==> src/rtl/hrf_pkg.sv <==
`timescale 1ns/1ps
// Package: shared register word indices, command field positions and the
// algorithm code type of the hash register front end.
package hrf_pkg;
    localparam int unsigned OFF_CRYPT  = 4;
    localparam int unsigned OFF_STATUS = 7;
    localparam int unsigned OFF_SRC    = 8;
    localparam int unsigned OFF_DIG    = 9;
    localparam int unsigned OFF_KEY    = 10;
    localparam int unsigned OFF_LEN    = 11;
    localparam int unsigned OFF_HCMD   = 12;
    localparam int unsigned OFF_HI0    = 36;   // source, digest, key highs follow

    localparam logic [31:0] CMD_MASK  = 32'h0014_7FFF;
    localparam int unsigned IE_BIT    = 9;
    localparam int unsigned SG_BIT    = 18;
    localparam int unsigned DONE_BIT  = 9;

    typedef enum logic [2:0] {
        ALG_MD5     = 3'd0,
        ALG_SHA1    = 3'd1,
        ALG_SHA224  = 3'd2,
        ALG_SHA256  = 3'd3,
        ALG_SHA512  = 3'd4,
        ALG_SHA384  = 3'd5,
        ALG_S512_256 = 3'd6
    } hash_alg_e;
endpackage

==> src/rtl/hrf_regbank.sv <==
`timescale 1ns/1ps
// Module: hrf_regbank
// Holds the address, length and crypt command words, applying the write
// masks. Assumes bus_addr is a word index. High address words exist only
// when DMA64 is set; otherwise they read and present zero.
module hrf_regbank
    import hrf_pkg::*;
#(
    parameter int unsigned ADDR_W    = 6,
    parameter int unsigned LEN_W     = 28,
    parameter int unsigned HI_W      = 2,
    parameter int unsigned DIG_ALIGN = 3,
    parameter bit          DMA64     = 1'b1
) (
    input  logic              clk,
    input  logic              rst_n,
    input  logic              we,
    input  logic [ADDR_W-1:0] addr,
    input  logic [31:0]       wdata,
    output logic [31+HI_W:0]  src_addr,
    output logic [31+HI_W:0]  dig_addr,
    output logic [31+HI_W:0]  key_addr,
    output logic [LEN_W-1:0]  src_len,
    output logic [31:0]       rd_data
);
    localparam int unsigned NHI = 3;
    localparam logic [31:0] DIG_MASK = ~((32'd1 << DIG_ALIGN) - 32'd1);

    logic [31:0]      crypt_q, src_q, dig_q, key_q;
    logic [LEN_W-1:0] len_q;
    logic [HI_W-1:0]  hi_q [NHI];

    // Low words and length: masked capture on a matching write.
    always_ff @(posedge clk) begin
        if (!rst_n) begin
            crypt_q <= '0;
            src_q   <= '0;
            dig_q   <= '0;
            key_q   <= '0;
            len_q   <= '0;
        end else if (we) begin
            if (addr == ADDR_W'(OFF_CRYPT)) crypt_q <= wdata;
            if (addr == ADDR_W'(OFF_SRC))   src_q   <= wdata;
            if (addr == ADDR_W'(OFF_DIG))   dig_q   <= wdata & DIG_MASK;
            if (addr == ADDR_W'(OFF_KEY))   key_q   <= wdata;
            if (addr == ADDR_W'(OFF_LEN))   len_q   <= wdata[LEN_W-1:0];
        end
    end

    for (genvar gi = 0; gi < NHI; gi++) begin : g_hi
        if (DMA64) begin : g_on
            // High address word: keep the low HI_W bits on a matching write.
            always_ff @(posedge clk) begin
                if (!rst_n)
                    hi_q[gi] <= '0;
                else if (we && addr == ADDR_W'(OFF_HI0 + gi))
                    hi_q[gi] <= wdata[HI_W-1:0];
            end
        end else begin : g_off
            assign hi_q[gi] = '0;
        end
    end

    assign src_addr = {hi_q[0], src_q};
    assign dig_addr = {hi_q[1], dig_q};
    assign key_addr = {hi_q[2], key_q};
    assign src_len  = len_q;

    // Read mux for the words this bank owns; others read zero here.
    always_comb begin
        rd_data = '0;
        if      (addr == ADDR_W'(OFF_CRYPT))   rd_data = crypt_q;
        else if (addr == ADDR_W'(OFF_SRC))     rd_data = src_q;
        else if (addr == ADDR_W'(OFF_DIG))     rd_data = dig_q;
        else if (addr == ADDR_W'(OFF_KEY))     rd_data = key_q;
        else if (addr == ADDR_W'(OFF_LEN))     rd_data = 32'(len_q);
        else if (addr == ADDR_W'(OFF_HI0))     rd_data = 32'(hi_q[0]);
        else if (addr == ADDR_W'(OFF_HI0 + 1)) rd_data = 32'(hi_q[1]);
        else if (addr == ADDR_W'(OFF_HI0 + 2)) rd_data = 32'(hi_q[2]);
    end
endmodule

==> src/rtl/hrf_cmd_decode.sv <==
`timescale 1ns/1ps
// Module: hrf_cmd_decode
// Combinational decode of an already-masked command word into the
// algorithm code, digest mode, scatter-gather and interrupt enable, plus a
// validity flag. Non-family codes require a zero sub-select field.
module hrf_cmd_decode
    import hrf_pkg::*;
(
    input  logic [31:0] cmd,
    output logic        valid,
    output hash_alg_e   algo,
    output logic [1:0]  mode,
    output logic        sg,
    output logic        ie
);
    logic [2:0] fam, sub;
    assign fam  = cmd[6:4];
    assign sub  = cmd[12:10];
    assign mode = cmd[8:7];
    assign sg   = cmd[SG_BIT];
    assign ie   = cmd[IE_BIT];

    // Two-level selection: family first, then sub-select for the wide family.
    always_comb begin
        valid = 1'b0;
        algo  = ALG_MD5;
        unique case (fam)
            3'b000: begin algo = ALG_MD5;    valid = (sub == 3'b000); end
            3'b010: begin algo = ALG_SHA1;   valid = (sub == 3'b000); end
            3'b100: begin algo = ALG_SHA224; valid = (sub == 3'b000); end
            3'b101: begin algo = ALG_SHA256; valid = (sub == 3'b000); end
            3'b110: begin
                unique case (sub)
                    3'b000:  begin algo = ALG_SHA512;   valid = 1'b1; end
                    3'b001:  begin algo = ALG_SHA384;   valid = 1'b1; end
                    3'b010:  begin algo = ALG_S512_256; valid = 1'b1; end
                    default: valid = 1'b0;
                endcase
            end
            default: valid = 1'b0;
        endcase
    end
endmodule

==> src/rtl/hrf_ctrl.sv <==
`timescale 1ns/1ps
// Module: hrf_ctrl
// Command register, in-flight tracking, start pulse, completion flag with
// write-one-to-clear, and interrupt. Assumes hash_done is only meaningful
// while a command is in flight. Completion wins over a same-edge clear.
module hrf_ctrl
    import hrf_pkg::*;
(
    input  logic        clk,
    input  logic        rst_n,
    input  logic        cmd_wr,
    input  logic        stat_wr,
    input  logic [31:0] wdata,
    input  logic        dec_valid,
    input  hash_alg_e   dec_algo,
    input  logic [1:0]  dec_mode,
    input  logic        dec_sg,
    input  logic        dec_ie,
    input  logic        hash_done,
    output logic [31:0] cmd_q,
    output logic        start,
    output hash_alg_e   algo_q,
    output logic [1:0]  mode_q,
    output logic        sg_q,
    output logic        done_flag,
    output logic        irq,
    output logic        cmd_err
);
    logic busy_q, ie_q;
    logic accept, launch, reject, finish, complete, raise, clear;

    assign accept   = cmd_wr && !busy_q;
    assign launch   = accept && dec_valid;
    assign reject   = accept && !dec_valid;
    assign finish   = busy_q && hash_done;
    assign complete = finish || reject;
    assign raise    = (finish && ie_q) || (reject && dec_ie);
    assign clear    = stat_wr && wdata[DONE_BIT];

    // Command storage and in-flight tracking with latched decoded fields.
    always_ff @(posedge clk) begin
        if (!rst_n) begin
            cmd_q  <= '0;
            busy_q <= 1'b0;
            ie_q   <= 1'b0;
            algo_q <= ALG_MD5;
            mode_q <= '0;
            sg_q   <= 1'b0;
        end else begin
            if (accept) cmd_q <= wdata & CMD_MASK;
            if (launch) begin
                busy_q <= 1'b1;
                ie_q   <= dec_ie;
                algo_q <= dec_algo;
                mode_q <= dec_mode;
                sg_q   <= dec_sg;
            end else if (finish) begin
                busy_q <= 1'b0;
            end
        end
    end

    // Single-cycle start and error pulses.
    always_ff @(posedge clk) begin
        if (!rst_n) begin
            start   <= 1'b0;
            cmd_err <= 1'b0;
        end else begin
            start   <= launch;
            cmd_err <= reject;
        end
    end

    // Completion flag and interrupt: set has priority over clear.
    always_ff @(posedge clk) begin
        if (!rst_n) begin
            done_flag <= 1'b0;
            irq       <= 1'b0;
        end else begin
            if (complete)   done_flag <= 1'b1;
            else if (clear) done_flag <= 1'b0;
            if (raise)      irq <= 1'b1;
            else if (clear) irq <= 1'b0;
        end
    end
endmodule

==> src/rtl/hash_regfront.sv <==
`timescale 1ns/1ps
// Module: hash_regfront
// Top of the hash register front end: address bank, command decoder and
// control, with the combined read mux. Assumes single-cycle register writes
// and combinational reads on a word-indexed bus.
module hash_regfront
    import hrf_pkg::*;
#(
    parameter int unsigned ADDR_W    = 6,
    parameter int unsigned LEN_W     = 28,
    parameter int unsigned HI_W      = 2,
    parameter int unsigned DIG_ALIGN = 3,
    parameter bit          DMA64     = 1'b1
) (
    input  logic              clk,
    input  logic              rst_n,
    input  logic              bus_we,
    input  logic [ADDR_W-1:0] bus_addr,
    input  logic [31:0]       bus_wdata,
    output logic [31:0]       bus_rdata,
    output logic              hash_start,
    output logic [2:0]        hash_algo,
    output logic [1:0]        hash_mode,
    output logic              hash_sg,
    input  logic              hash_done,
    output logic [31+HI_W:0]  src_addr,
    output logic [31+HI_W:0]  dig_addr,
    output logic [31+HI_W:0]  key_addr,
    output logic [LEN_W-1:0]  src_len,
    output logic              cmd_err,
    output logic              irq
);
    logic        cmd_wr, stat_wr;
    logic [31:0] bank_rd, cmd_q;
    logic        done_flag;
    logic        dec_valid, dec_sg, dec_ie;
    logic [1:0]  dec_mode;
    hash_alg_e   dec_algo, algo_q;

    assign cmd_wr  = bus_we && (bus_addr == ADDR_W'(OFF_HCMD));
    assign stat_wr = bus_we && (bus_addr == ADDR_W'(OFF_STATUS));

    hrf_regbank #(
        .ADDR_W(ADDR_W), .LEN_W(LEN_W), .HI_W(HI_W),
        .DIG_ALIGN(DIG_ALIGN), .DMA64(DMA64)
    ) u_bank (
        .clk(clk), .rst_n(rst_n), .we(bus_we), .addr(bus_addr),
        .wdata(bus_wdata), .src_addr(src_addr), .dig_addr(dig_addr),
        .key_addr(key_addr), .src_len(src_len), .rd_data(bank_rd)
    );

    hrf_cmd_decode u_dec (
        .cmd(bus_wdata & CMD_MASK), .valid(dec_valid), .algo(dec_algo),
        .mode(dec_mode), .sg(dec_sg), .ie(dec_ie)
    );

    hrf_ctrl u_ctrl (
        .clk(clk), .rst_n(rst_n), .cmd_wr(cmd_wr), .stat_wr(stat_wr),
        .wdata(bus_wdata), .dec_valid(dec_valid), .dec_algo(dec_algo),
        .dec_mode(dec_mode), .dec_sg(dec_sg), .dec_ie(dec_ie),
        .hash_done(hash_done), .cmd_q(cmd_q), .start(hash_start),
        .algo_q(algo_q), .mode_q(hash_mode), .sg_q(hash_sg),
        .done_flag(done_flag), .irq(irq), .cmd_err(cmd_err)
    );

    assign hash_algo = algo_q;

    // Read mux: control-owned words first, then the bank.
    always_comb begin
        if (bus_addr == ADDR_W'(OFF_HCMD))
            bus_rdata = cmd_q;
        else if (bus_addr == ADDR_W'(OFF_STATUS))
            bus_rdata = 32'(done_flag) << DONE_BIT;
        else
            bus_rdata = bank_rd;
    end
endmodule

==> config.mk <==
export PLATFORM = sky130hd
export DESIGN_NAME = hash_regfront
export DESIGN_NICKNAME = d
export VERILOG_FILES = /design/src/rtl/hrf_pkg.sv /design/src/rtl/hrf_regbank.sv /design/src/rtl/hrf_cmd_decode.sv /design/src/rtl/hrf_ctrl.sv /design/src/rtl/hash_regfront.sv
export SDC_FILE = /design/constraint.sdc
export NUM_CORES = 1
export LEC_CHECK = 0
export BUFFER_PORTS_ARGS = -buffer_cell sky130_fd_sc_hd__clkbuf_2
export CORE_MARGIN = 3
export CORE_UTILIZATION = 54
export DETAILED_ROUTE_END_ITERATION = 10
export MAX_ROUTING_LAYER = met4
export PLACE_DENSITY = 0.9
export SETUP_SLACK_MARGIN = 0.5
export SLEW_MARGIN = 20
export SYNTH_ARGS = -nofsm -noshare
export SYNTH_HDL_FRONTEND = slang
export SYNTH_HIERARCHICAL = 1
export SYNTH_SLANG_ARGS = --single-unit
export TNS_END_PERCENT = 5
==> constraint.sdc <==
create_clock -name clk -period 1.75 [get_ports clk]
set_clock_uncertainty 0.05 [all_clocks]
set_input_delay 0.0875 -clock clk [delete_from_list [all_inputs] [get_ports clk]]
set_output_delay 0.0875 -clock clk [all_outputs]
set_load 0.01 [all_outputs]
==> metrics.cfg <==
[cts]
cts_buffers=17
cts.reportedPaths.clkPinSlew_ns=0.07
cts_tree=yes
root_buffer=clkbuf_16
cts_sinks=188
htreeDepth=4
clock_path_buffers=2
clkLatencyLatePin_ns=0.43

[die]
fp.dieW_microns=136
die_y_microns=136
fp-row-count=47
coreArea_sq_mm=0.0166
io_pins=213
start_util_pct=55.3
die_area_sq_mm=0.0186

[finish]
finalInstanceArea_sq_mm=0.0123
diodes=0
area_delta_synth_final_pct=34.6
fin_cells=1633
seq_area_sq_mm=0.00384
drive_gt1_share_pct=30.9
multi_input_area_sq_mm=0.00504
nets=1442
fill_cells=1124

[placement]
gp_congestion=0.878
place_hpwl_mm=19.9
dp_cells=1537
port_buffers=209
place_area_sq_mm=0.0106

[critical_path]
crit_path_frequent_cell=a22o_1
crit_chain=nor2b_1, o221ai_1, o31ai_1, a22o_1, a22o_1, clkbuf_2
worst_path_largest_cell_delay_ns=0.34
cp_data_required_time_ns=1.61
rr_startpoint=u_ctrl/busy_q
critical_path.startpoint_type=flop
cpLargestDelayFamily=compound AO/OA/AOI/OAI gates
startpoint=u_bank/src_q[0]
critical_path_class=flop to output pin
cp-end-kind=output pin
cpMaxStageDelayCell=dfxtp_1
path_max_fanout=4
critPathBufInv=1
cp.arrival_ns=1.77

[timing]
slew_headroom_pct=50.0
tightest_slew_ns=0.747
slew_violations=0
period_share_pct=109
setup_ws_ns=-0.154
finalCriticalPeriod_ns=1.90
rsz0062_at_grt=yes
fin_setup_tns_ns=-0.682
setup_viol=18
max_freq_ghz=0.525
hold_viol_final=0

[global_routing]
grt_pass1_wl_mm=48.3
grt_pass1_vias=9299
grt_overflow=0
grt_max_degree=67
antenna_found_initial=0
track_usage_pct=34.3

[status]
outcome=finished, violations left
violations=setup timing

[min_path]
min_path_type=primary input to flop
min_from=bus_wdata[4]

[pwr]
power.leakage_uw=0.00507
power.total_uw=9070
clkPwrFrac_pct=43.0
combPwrFrac_pct=9.2
p_switching_uw=2260
seq_power_share_pct=47.8
netSwitchingFraction_pct=24.9
intPower_uw=6810
vdd_drop_max_uv=768
powerDensity_mw_per_mm2=735

[routing]
via_count=9947
first_pass_iters=6
routed_wl_mm=33.4
drtAntennaViolNets=0
drcViolationCount=0
drt_iter0_markers=1042
avgViaCountPerCell=6.09
wl_per_cell_microns=20.4

[synth]
netlist_area_sq_mm=0.00917
yosysWarnings=6
synthCells=1134
postSynthAreaPerCell_sq_um=8.09

[flow_run]
max_cap_violations=0

metrics by stage:
stage / worst slack, ns / utilization [%] / hold slack [ns]
floorplan: 0.355 / - / 0.172
global placement: -0.143 / 64.1 / 0.307
detailed placement: -0.183 / 64.1 / 0.313
CTS: -0.181 / 71.4 / 0.0131
global route: -0.208 / 74.4 / 0.0321
finish: -0.154 / 74.4 / 0.0207
final timing paths:
check	endpoint	slack, ns	cells past startpoint
worst max register to register	u_ctrl/cmd_q[5]	0.47	4
worst min register to register	u_bank/crypt_q[15]	0.41	2
worst min-delay path	u_bank/dig_q[4]	0.02	4
worst max-delay path	bus_rdata[0]	-0.15	6
state kept, by name, indices dropped and copies added, names as in the netlist:
name,flops
u_ctrl/ie_q,1
u_ctrl/done_flag,1
u_bank/src_q,32
u_ctrl/busy_q,1
u_ctrl/cmd_q,17
u_ctrl/irq,1
u_ctrl/start,1
u_ctrl/sg_q,1
u_ctrl/mode_q,2
u_ctrl/algo_q,3
u_ctrl/cmd_err,1
u_bank/key_q,32
u_bank/crypt_q,32
u_bank/dig_q,29
u_bank/hi_q,6
u_bank/src_len,28
power groups by stage:
stage	clock network (uW)	registers (uW)	logic (uW)
3_5_place_dp	0	4440	650
6_report	3900	4340	834
4_1_cts	3910	4340	748
2_1_floorplan	0	4440	368
3_3_place_gp	0	4440	640
5_1_grt	4070	4340	875
per-layer routing:
metal | share of wire, % | track usage, % | vias up
met3 | 11 | 7.44 | 160
met1 | 37 | 40.4 | 4658
met5 | 0 | - | -
li1 | - | - | 4380
met2 | 47 | 55.2 | 749
met4 | 4.9 | 17.5 | 0
tightest hold or removal path: cells and delay by family:
kind                   cells  cell delay, ns
AO/OA/AOI/OAI              1            0.05
buffers and inverters      2            0.25
AND/OR/NAND/NOR            1            0.06
cell type report:
class	instances	share of cell area, %
inverter	5	0.152
tap	220	2.23
timing repair buffer	344	21.0
clock buffer	17	3.45
sequential	188	31.1
clock inverter	15	1.31
multi-input combinational	844	40.8
timing repair:
action / in CTS / in global routing
cloned: 5 / 3
resized for setup: 57 / 132
endpoints found under the hold margin: 151 / 0
pin swaps: 6 / 30
buffers inserted: 4 / 19
endpoints found under the setup margin: 112 / 185
hold buffers: 33 / 0
placed cells by master, fill, tap and decap left out, types with 7 or more instances in the layout:
master         count
buf_2             17
nor2_1            30
buf_6             13
dfxtp_1          169
o21ai_2           14
a21boi_0          41
a22o_1            34
buf_12            17
clkbuf_2         186
buf_4             65
nand3_1           77
a21boi_1         125
dlygate4sd3_1     33
a21boi_2           7
clkbuf_16         20
o211ai_1          24
dfxtp_2           13
mux2i_1           23
nand2_2           10
o21ai_1           14
a22oi_1            7
conb_1            18
nand3_2            7
nand2_1          331
Note: power is estimated with default switching activity, not from simulation.
